<file path="config.mk">
export PLATFORM = sky130hd
export DESIGN_NAME = aupd_unit
export DESIGN_NICKNAME = d
export VERILOG_FILES = /design/src/rtl/aupd_pkg.sv /design/src/rtl/aupd_decode.sv /design/src/rtl/aupd_arith.sv /design/src/rtl/aupd_bounds.sv /design/src/rtl/aupd_unit.sv
export SDC_FILE = /design/constraint.sdc
export NUM_CORES = 1
export LEC_CHECK = 0
export CORE_ASPECT_RATIO = 1.4
export CORE_MARGIN = 2
export CORE_UTILIZATION = 30
export DETAILED_ROUTE_END_ITERATION = 6
export PLACE_DENSITY = 0.59
export SETUP_SLACK_MARGIN = 0.5
export SYNTH_ARGS = -nofsm -noshare
export SYNTH_HDL_FRONTEND = slang
export SYNTH_HIERARCHICAL = 1
export SYNTH_SLANG_ARGS = --single-unit
</file>
<file path="constraint.sdc">
create_clock -name clk -period 12 [get_ports clk]
set_clock_uncertainty 0.2 [all_clocks]
set_input_delay 1.2 -clock clk [delete_from_list [all_inputs] [get_ports clk]]
set_output_delay 1.2 -clock clk [all_outputs]
set_load 0.02 [all_outputs]
</file>
<file path="src/rtl/aupd_pkg.sv">
package aupd_pkg;

    typedef enum logic [3:0] {
        MD_HOLD    = 4'd0,
        MD_HOLD_NB = 4'd1,
        MD_RD_INC  = 4'd2,
        MD_WR_INC  = 4'd3,
        MD_RD_DEC  = 4'd4,
        MD_WR_DEC  = 4'd5,
        MD_PSTACK  = 4'd6,
        MD_STACK   = 4'd8
    } mode_t;

    typedef enum logic [1:0] {
        MV_NONE = 2'd0,
        MV_INC  = 2'd1,
        MV_DEC  = 2'd2
    } move_t;

    typedef struct packed {
        move_t mv;       // direction of this cycle's update
        logic  pre;      // effective address is the updated value
        logic  push;     // stack push (write side)
        logic  pop;      // stack pop (read side)
        logic  ring;     // circular wrap is allowed
        logic  bounded;  // stack bound check applies
    } plan_t;

endpackage

</file>
<file path="src/rtl/aupd_decode.sv">
module aupd_decode
    import aupd_pkg::*;
(
    input  logic [3:0] mode,
    input  logic       rd,
    input  logic       wr,
    output plan_t      plan
);

    always_comb begin
        plan.mv      = MV_NONE;
        plan.pre     = 1'b0;
        plan.push    = 1'b0;
        plan.pop     = 1'b0;
        plan.ring    = 1'b0;
        plan.bounded = 1'b0;
        case (mode)
            MD_RD_INC: begin
                plan.ring = 1'b1;
                if (rd) plan.mv = MV_INC;
            end
            MD_WR_INC: begin
                plan.ring = 1'b1;
                if (wr) plan.mv = MV_INC;
            end
            MD_RD_DEC: begin
                plan.ring = 1'b1;
                if (rd) plan.mv = MV_DEC;
            end
            MD_WR_DEC: begin
                plan.ring = 1'b1;
                if (wr) plan.mv = MV_DEC;
            end
            MD_PSTACK: begin
                plan.bounded = 1'b1;
                if (rd && !wr) begin
                    plan.mv  = MV_DEC;
                    plan.pop = 1'b1;
                end else if (wr && !rd) begin
                    plan.mv   = MV_INC;
                    plan.push = 1'b1;
                end
            end
            MD_STACK: begin
                plan.bounded = 1'b1;
                if (rd && !wr) begin
                    plan.mv  = MV_INC;
                    plan.pop = 1'b1;
                end else if (wr && !rd) begin
                    plan.mv   = MV_DEC;
                    plan.pre  = 1'b1;
                    plan.push = 1'b1;
                end
            end
            default: ;
        endcase
    end

endmodule

</file>
<file path="src/rtl/aupd_arith.sv">
module aupd_arith
    import aupd_pkg::*;
#(
    parameter int AW = 16
) (
    input  logic [AW-1:0] cur,
    input  logic [AW-1:0] stride,
    input  logic [AW-1:0] base,
    input  logic [AW-1:0] limit,
    input  logic          ring_on,
    input  move_t         mv,
    output logic [AW-1:0] cand,
    output logic          carry,
    output logic          borrow
);

    logic [AW:0]   sum_w;
    logic [AW:0]   dif_w;
    logic [AW-1:0] span;
    logic          past_top;
    logic          under_base;

    assign sum_w      = {1'b0, cur} + {1'b0, stride};
    assign dif_w      = {1'b0, cur} - {1'b0, stride};
    assign span       = limit - base;
    assign past_top   = (sum_w >= {1'b0, limit});
    assign under_base = dif_w[AW] || (dif_w[AW-1:0] < base);
    assign carry      = sum_w[AW];
    assign borrow     = dif_w[AW];

    always_comb begin
        unique case (mv)
            MV_INC:  cand = (ring_on && past_top)   ? sum_w[AW-1:0] - span : sum_w[AW-1:0];
            MV_DEC:  cand = (ring_on && under_base) ? dif_w[AW-1:0] + span : dif_w[AW-1:0];
            default: cand = cur;
        endcase
    end

endmodule

</file>
<file path="src/rtl/aupd_bounds.sv">
module aupd_bounds
    import aupd_pkg::*;
#(
    parameter int AW = 16
) (
    input  logic          clk,
    input  logic          rst_n,
    input  plan_t         plan,
    input  logic [AW-1:0] cand,
    input  logic          carry,
    input  logic          borrow,
    input  logic [AW-1:0] lo_bound,
    input  logic [AW-1:0] hi_bound,
    output logic          viol,
    output logic          ovf_raw,
    output logic          unf_raw
);

    logic out_hi;
    logic out_lo;

    assign out_hi  = carry  || (cand > hi_bound);
    assign out_lo  = borrow || (cand < lo_bound);
    assign viol    = plan.bounded &&
                     (((plan.mv == MV_INC) && out_hi) || ((plan.mv == MV_DEC) && out_lo));
    assign ovf_raw = viol && plan.push;
    assign unf_raw = viol && plan.pop;

    AST_FLAG_EXCL: assert property (@(posedge clk) disable iff (!rst_n)
        !(ovf_raw && unf_raw));

    AST_VIOL_NEEDS_STACK: assert property (@(posedge clk) disable iff (!rst_n)
        viol |-> (plan.push || plan.pop));

endmodule

</file>
<file path="src/rtl/aupd_unit.sv">
module aupd_unit
    import aupd_pkg::*;
#(
    parameter int AW = 16
) (
    input  logic          clk,
    input  logic          rst_n,
    input  logic          ld_en,
    input  logic [AW-1:0] ld_val,
    input  logic [3:0]    mode,
    input  logic          rd,
    input  logic          wr,
    input  logic [AW-1:0] stride,
    input  logic          wrap_en,
    input  logic [AW-1:0] base,
    input  logic [AW-1:0] limit,
    input  logic [AW-1:0] lo_bound,
    input  logic [AW-1:0] hi_bound,
    output logic [AW-1:0] eff_addr,
    output logic [AW-1:0] ptr,
    output logic          ovf,
    output logic          unf
);

    plan_t         plan;
    logic [AW-1:0] cand;
    logic          carry;
    logic          borrow;
    logic          viol;
    logic          ovf_raw;
    logic          unf_raw;
    logic [AW-1:0] ptr_q;
    logic [AW-1:0] ptr_d;

    aupd_decode u_decode (
        .mode (mode),
        .rd   (rd),
        .wr   (wr),
        .plan (plan)
    );

    aupd_arith #(.AW(AW)) u_arith (
        .cur     (ptr_q),
        .stride  (stride),
        .base    (base),
        .limit   (limit),
        .ring_on (wrap_en && plan.ring),
        .mv      (plan.mv),
        .cand    (cand),
        .carry   (carry),
        .borrow  (borrow)
    );

    aupd_bounds #(.AW(AW)) u_bounds (
        .clk      (clk),
        .rst_n    (rst_n),
        .plan     (plan),
        .cand     (cand),
        .carry    (carry),
        .borrow   (borrow),
        .lo_bound (lo_bound),
        .hi_bound (hi_bound),
        .viol     (viol),
        .ovf_raw  (ovf_raw),
        .unf_raw  (unf_raw)
    );

    always_comb begin
        if (ld_en)
            ptr_d = ld_val;
        else if ((plan.mv != MV_NONE) && !viol)
            ptr_d = cand;
        else
            ptr_d = ptr_q;
    end

    always_ff @(posedge clk or negedge rst_n) begin
        if (!rst_n) ptr_q <= '0;
        else        ptr_q <= ptr_d;
    end

    assign ptr      = ptr_q;
    assign eff_addr = plan.pre ? cand : ptr_q;
    assign ovf      = ovf_raw && !ld_en;
    assign unf      = unf_raw && !ld_en;

    AST_LOAD_WINS: assert property (@(posedge clk) disable iff (!rst_n)
        ld_en |=> (ptr == $past(ld_val)));

    AST_IDLE_HOLD: assert property (@(posedge clk) disable iff (!rst_n)
        (!ld_en && !rd && !wr) |=> (ptr == $past(ptr)));

    AST_STACK_PAIR_HOLD: assert property (@(posedge clk) disable iff (!rst_n)
        (!ld_en && rd && wr && (mode == MD_PSTACK || mode == MD_STACK))
        |=> (ptr == $past(ptr)));

    AST_FAULT_HOLD: assert property (@(posedge clk) disable iff (!rst_n)
        (ovf || unf) |=> (ptr == $past(ptr)));

    AST_HOLD_EFF: assert property (@(posedge clk) disable iff (!rst_n)
        (mode == MD_HOLD || mode == MD_HOLD_NB) |-> (eff_addr == ptr));

endmodule

</file>
==> impl_metrics.py, run 1 <==
metrics = {
    "clocking": {
        "cts_tree": "yes",
        "post-cts-setup-buffers": 0,
        "cts-root-buf": "clkbuf_16",
        "cts_max_path_buffers": 2,
        "h-tree-depth": 1,
        "cts_buffers": 3,
        "clkSlewWorstSetupHoldPaths_ps": 60,
        "clock_sinks": 16,
        "ctsResizeCount": 0,
        "worstSkewPairLatency_ps": 260,
        "cts_hold_buf": 0,
    },
    "finish": {
        "layout-drive-gt1-share_pct": 9.55,
        "fill_cells": 2530,
        "largest_reg_flops": 16,
        "antennaDiodeCount": 0,
        "utilization_pct": 37.7,
        "nNetsFinal": 1306,
        "syn2layout_area_growth_pct": 24.6,
    },
    "setup_path": {
        "reg2reg_from": "ptr[9]$_DFFE_PN0P_",
        "path_buf_inv": 4,
        "required_ps": 10600,
        "crit_fanout": 19,
        "start_kind": "primary input",
        "crit_end": "ovf",
        "worst-endpoint-arrival_ps": 9350,
        "crit_path_start": "stride[9]",
        "worstRegToRegCells": 25,
        "critPathKind": "in -> out",
        "r2r-end": "ptr[11]$_DFFE_PN0P_",
        "crit_top_cell": "ha_1",
        "cp_num_cells": 26,
        "end_kind": "output pin",
        "path_delay_family": "compound AO/OA/AOI/OAI gates",
        "max_stage_delay_ps": 860,
        "r2r_setup_slack_ps": 3560,
        "cp_slowest_cell": "o31ai_4",
    },
    "detailed_routing": {
        "drc": 0,
        "drtPass1Iterations": 5,
        "wl_per_cell_um": 17.2,
        "vias": 7148,
        "routed_wl_um": 23600,
        "via_per_inst": 5.23,
        "antenna_left": 0,
        "drt_iter0_markers": 451,
    },
    "timing": {
        "finalHoldViolations": 0,
        "maxSlewHeadroom_pct": 38.7,
        "maxSlewViolCount": 0,
        "maxClockFrequency_mhz": 93.0,
        "finalSetupTns_ps": 0,
        "rsz0062_at_grt": "false",
        "worst_pin_slew_ps": 920,
        "fin_ws_ps": 1250,
        "holdWs_ps": 557,
        "finalCriticalPeriod_ps": 10750,
        "finalSetupViolCount": 0,
        "fin_crit_sh_pct": 89.6,
    },
    "die": {
        "io_pins": 140,
        "rows": 67,
        "core_mm2": 0.0238,
        "die-height_um": 187,
        "die_w_um": 135,
        "die_area_mm2": 0.0253,
        "start_util_pct": 30.3,
    },
    "yosys": {
        "ys_ff_latch": 16,
        "yosysTopAreaCellShare_pct": 23.6,
        "dominantRegCellSynth": "dfrtp_1",
        "ys_types": 88,
        "ys_seq_area_share_pct": 5.56,
        "synth_area_leader_cell": "ha_1",
        "synth_edf_count": 0,
        "syn_area_mm2": 0.00721,
        "synth_nets": 1181,
        "ys_top_cells_by_area": "ha_1, inv_1, mux2_2",
        "synth_warnings": 6,
        "synth.avg_cell_area_um2": 7.71,
        "syn_inst": 934,
        "async_flop_share_pct": 100,
    },
    "global_route": {
        "grt_start_max_net_pins": 24,
        "gr-usage-met2_pct": 33.9,
        "use_met1_pct": 22.1,
        "grtUsageTotal_pct": 18.4,
        "grt_pass1_wl_um": 37600,
        "first_global_vias": 7425,
        "grtUsageMet3_pct": 1.57,
        "grt_antenna_before_repair": 0,
        "grt-ovfl-total": 0,
        "busiest_layer": "met2",
    },
    "placed_design": {
        "preCtsSetupSlack_ps": 1330,
        "routabilityCongestion": 0.889,
        "portBuffers": 139,
        "dp_hpwl_um": 20000,
    },
    "power": {
        "power.density_mw_per_mm2": 145,
        "power_mw": 1.30,
        "leakagePower_nw": 4.17,
        "irDropWorstVdd_mv": 0.0575,
    },
    "run": {
        "drv_cap": 0,
    },
    "worst_hold_path": {
        "hold_path.class": "reg -> reg",
    },
    "status": {
        "status": "completed",
    },
}
## area by class of cell
cell class,count,area (um2),share of cell area (%)
clock buffer,4,88.8,0.990
tap,310,388,4.32
timing repair buffer,144,1430,15.9
multi-input combinational,759,6160,68.7
sequential,16,400,4.46
inverter,135,507,5.65
## how the worst min path moves through the flow
stage	start	endpoint	slack [ps]	cells past startpoint
2_1_floorplan	ptr[0]$_DFFE_PN0P_	ptr[0]$_DFFE_PN0P_	620	2
3_3_place_gp	ptr[5]$_DFFE_PN0P_	ptr[5]$_DFFE_PN0P_	520	2
3_5_place_dp	ptr[5]$_DFFE_PN0P_	ptr[5]$_DFFE_PN0P_	540	2
4_1_cts	ptr[5]$_DFFE_PN0P_	ptr[5]$_DFFE_PN0P_	560	2
5_1_grt	ptr[0]$_DFFE_PN0P_	ptr[0]$_DFFE_PN0P_	600	2
6_report	ptr[5]$_DFFE_PN0P_	ptr[5]$_DFFE_PN0P_	560	2
## where the power goes
| part | internal, mW | switching, mW | total [mW] | leakage [nW] |
|---|---|---|---|---|
| combinational | 0.502 | 0.641 | 1.14 | 3.94 |
| clock | 0.0509 | 0.0260 | 0.0769 | 0.0442 |
| sequential | 0.0634 | 0.0189 | 0.0823 | 0.187 |
## routing by layer
metal / wire (um) / vias to the layer above
li1: - / 3618
met1: 10000 / 3302
met5: 0 / -
met4: 728 / 0
met3: 949 / 39
met2: 11900 / 189
## cell usage after synthesis (all sizes together) (5+ instances only)
cell type / instances
ha: 136
inv: 135
a21oi: 78
mux2: 60
o21ai: 50
nand2: 48
nor2: 48
xnor2: 42
xor2: 23
a21o: 19
nor3: 19
clkbuf: 16
dfrtp: 16
nand3: 16
a211oi: 14
a31oi: 14
nand2b: 14
nor2b: 13
o31ai: 13
a221oi: 11
and3: 11
o21a: 10
or3: 9
buf: 8
nand4: 7
nor4: 7
and2: 6
nand3b: 6
o211ai: 6
o21bai: 6
o311ai: 6
or2: 6
a21boi: 5
fa: 5
## through the flow
stage	instance area, um2	std cells
global placement	8890	1364
global route	8970	1368
floorplan	7210	934
CTS	8970	1368
detailed placement	8890	1364
finish	8970	1368
## cell usage in the layout, fill, tap and decap left out, types with 23 or more instances in the layout
cell             count
inv_1              135
mux2_2              42
o21ai_0             44
nand2_1             48
clkdlybuf4s50_1    139
xor2_1              23
a21oi_1             77
nor2_1              47
ha_1               136
xnor2_1             42
## cell families (layout without fill, tap and decap cells)
logic type	count (synthesis)	in the layout	synth area share (%)
AOI/OAI and AO/OA	266	266	25.0
and+or+nand+nor	223	223	16.7
buffers and inverters	159	283	8.93
adders and majority gates	142	142	25.2
xor gates and xnor gates	65	65	7.90
muxes	63	63	10.7
DFF	16	16	5.56
## worst reg2reg max path, stage by stage (launching register included)
cell and delay [ps]:
dfrtp_1 450, ha_1 450, or4_1 610, or3_1 380, a21oi_1 310, o21bai_1 150, a21oi_1 280, o41ai_1 120
xnor2_1 360, inv_1 200, ha_1 330, nand3_1 190, o311ai_1 210, o31ai_4 860, nor2_1 170, xor2_1 180
o31ai_1 620, ha_1 370, nand4_2 150, nor2_1 80, a2111o_1 370, o31ai_2 350, nand2_1 190, nor2_4 130
o21ai_4 210, mux2_4 390
(Power assumes the default switching activity.)
==> inputs of run 2 (changes only) <==
--- a/config.mk
+++ b/config.mk
@@ -6,7 +6,7 @@
 export NUM_CORES = 1
 export LEC_CHECK = 0
 export CORE_ASPECT_RATIO = 1.4
-export CORE_MARGIN = 2
+export CORE_MARGIN = 1
 export CORE_UTILIZATION = 30
 export DETAILED_ROUTE_END_ITERATION = 6
 export PLACE_DENSITY = 0.59
==> run 2 against run 1 <==
  * Setup slack improved by 120 ps
  * Count of clock-buffer cells in the layout did not move
  * Highest routed layer unchanged
  * Maximum frequency rose by 1.2%
  * Critical endpoint is now unf
  * Sequential share of layout area hardly changed
  * Clock power is 0.5% lower
  * Sequential power shrank 0.5%
  * Cell area barely moved
  * Utilization grew 0.69 points
  * Routed wire length decreased by 1.6%
==> impl_metrics.py, run 2 (same netlist as run 1, synthesis figures left out) <==
metrics = {
    "status": {
        "status": "completed",
    },
    "placed_design": {
        "place_inst": 1360,
        "dp_hpwl_um": 19800,
        "routabilityCongestion": 0.869,
        "portBuffers": 139,
    },
    "setup_path": {
        "start_kind": "primary input",
        "end_kind": "output pin",
        "worst-endpoint-arrival_ps": 9230,
        "critPathKind": "in -> out",
        "required_ps": 10600,
        "crit_fanout": 19,
    },
    "die": {
        "die-height_um": 185,
        "io_pins": 140,
        "die_area_mm2": 0.0247,
        "die_w_um": 133,
        "start_util_pct": 30.8,
        "core_mm2": 0.0234,
        "rows": 66,
    },
    "timing": {
        "finalSetupTns_ps": 0,
        "finalSetupViolCount": 0,
        "maxSlewHeadroom_pct": 31.6,
        "worst_pin_slew_ps": 1020,
        "rsz0062_at_grt": "false",
        "fin_crit_sh_pct": 88.5,
        "maxClockFrequency_mhz": 94.1,
        "finalCriticalPeriod_ps": 10630,
        "finalHoldViolations": 0,
        "maxSlewViolCount": 0,
    },
    "clocking": {
        "ctsResizeCount": 0,
        "cts_max_path_buffers": 2,
        "post-cts-setup-buffers": 0,
        "cts_tree": "yes",
        "h-tree-depth": 1,
        "worstSkewPairLatency_ps": 260,
        "cts_buffers": 3,
        "clock_sinks": 16,
        "clkSlewWorstSetupHoldPaths_ps": 60,
        "cts-root-buf": "clkbuf_16",
        "cts_hold_buf": 0,
    },
    "power": {
        "switchingPower_uw": 685,
        "leakagePower_nw": 4.17,
        "internal_power_uw": 616,
        "comb_power_share_pct": 87.8,
        "irDropWorstVdd_mv": 0.0748,
        "swShare_pct": 52.6,
        "power.density_mw_per_mm2": 145,
        "power.share.clock_pct": 5.9,
        "p_seq_share_pct": 6.3,
    },
    "finish": {
        "syn2layout_area_growth_pct": 24.5,
        "seq_area_um2": 400,
        "final_common_cell": "clkdlybuf4s50_1",
        "largest_reg_flops": 16,
        "antennaDiodeCount": 0,
        "final_cell_mix": "clkdlybuf4s50_1, ha_1, inv_1",
        "utilization_pct": 38.4,
        "final_cells": 1364,
        "layout-drive-gt1-share_pct": 9.55,
        "multi_input_area_mm2": 0.00616,
        "nNetsFinal": 1306,
        "fill_cells": 2399,
    },
    "worst_hold_path": {
        "hold_path.class": "reg -> reg",
    },
    "global_route": {
        "grt_start_max_net_pins": 24,
        "grt-ovfl-total": 0,
        "grt_antenna_before_repair": 0,
        "first_global_vias": 7322,
        "grtUsageTotal_pct": 18.9,
        "grt_pass1_wl_um": 36900,
    },
    "detailed_routing": {
        "vias": 7058,
        "drtPass1Iterations": 4,
        "routed_wl_um": 23200,
        "wl_per_cell_um": 17.0,
        "drc": 0,
        "drt_iter0_markers": 469,
        "antenna_left": 0,
        "via_per_inst": 5.17,
    },
    "run": {
        "drv_cap": 0,
    },
}
==> run 2: cell counts in the layout (fill, tap and decap cells not counted) <==
Identical to the previous run, type by type.
==> run 2: power by group through the flow <==
stage               Sequential (mW)  Clock, mW  Combinational, mW
finish                       0.0819     0.0765               1.14
CTS                          0.0826     0.0780               1.14
floorplan                    0.0884          0              0.814
global route                 0.0847     0.0792               1.27
global placement             0.0835          0               1.12
detailed placement           0.0834          0               1.12
==> run 2: metal layers <==
| metal | track usage (%) | routed length, um | up-vias | share of wire (%) |
|---|---|---|---|---|
| li1 | - | - | 3615 | - |
| met2 | 35.6 | 11700 | 182 | 50 |
| met4 | 6.76 | 667 | 0 | 2.9 |
| met3 | 1.04 | 723 | 33 | 3.1 |
| met1 | 22.2 | 10100 | 3228 | 44 |
| met5 | 0 | 0 | - | 0 |
==> run 2: through the flow <==
stage | cell area (um2) | hold slack [ps] | worst slack (ps) | power, mW
after floorplan | 7210 | 619 | 3960 | 0.902
after global placement | 8880 | 529 | 1370 | 1.21
after detailed placement | 8880 | 531 | 1380 | 1.21
after CTS | 8970 | 548 | 1350 | 1.30
after global routing | 8970 | 580 | 878 | 1.43
final | 8970 | 548 | 1370 | 1.30
==> run 2: critical path: stages <==
cell and delay, ps:
clkdlybuf4s50_1 500, inv_1 50, ha_1 440, or4_1 600, or3_1 370, a21oi_1 260, o21bai_1 130, a21oi_1 260
o41ai_1 120, xnor2_1 360, inv_1 200, ha_1 330, a21oi_1 210, o311ai_1 230, o31ai_4 850, mux2_2 420
a221oi_1 340, a21oi_1 170, ha_1 350, nand4_2 180, nor4_2 370, a21boi_2 240, o31ai_2 120, a21boi_1 140
and2b_2 150, clkdlybuf4s50_1 600
==> run 2: worst paths after layout <==
check                                        start             endpoint  slack, ps  depth (start not counted)
worst max-delay path                     stride[9]                  unf       1370                         26
min in group asynchronous                    rst_n   ptr[8]$_DFFE_PN0P_       1300                          1
max in group asynchronous                    rst_n   ptr[9]$_DFFE_PN0P_       9670                          1
worst max register to register  ptr[9]$_DFFE_PN0P_  ptr[11]$_DFFE_PN0P_       3660                         25
worst min register to register  ptr[0]$_DFFE_PN0P_   ptr[0]$_DFFE_PN0P_        550                          2
worst min-delay path            ptr[0]$_DFFE_PN0P_   ptr[0]$_DFFE_PN0P_        550                          2
==> run 2: final cells by class <==
type,count,area share [%]
clock buffers,4,0.990
inverters,135,5.65
multi-input cells,759,68.7
flip-flops and latches,16,4.46
well taps,306,4.27
repair buffers,144,15.9
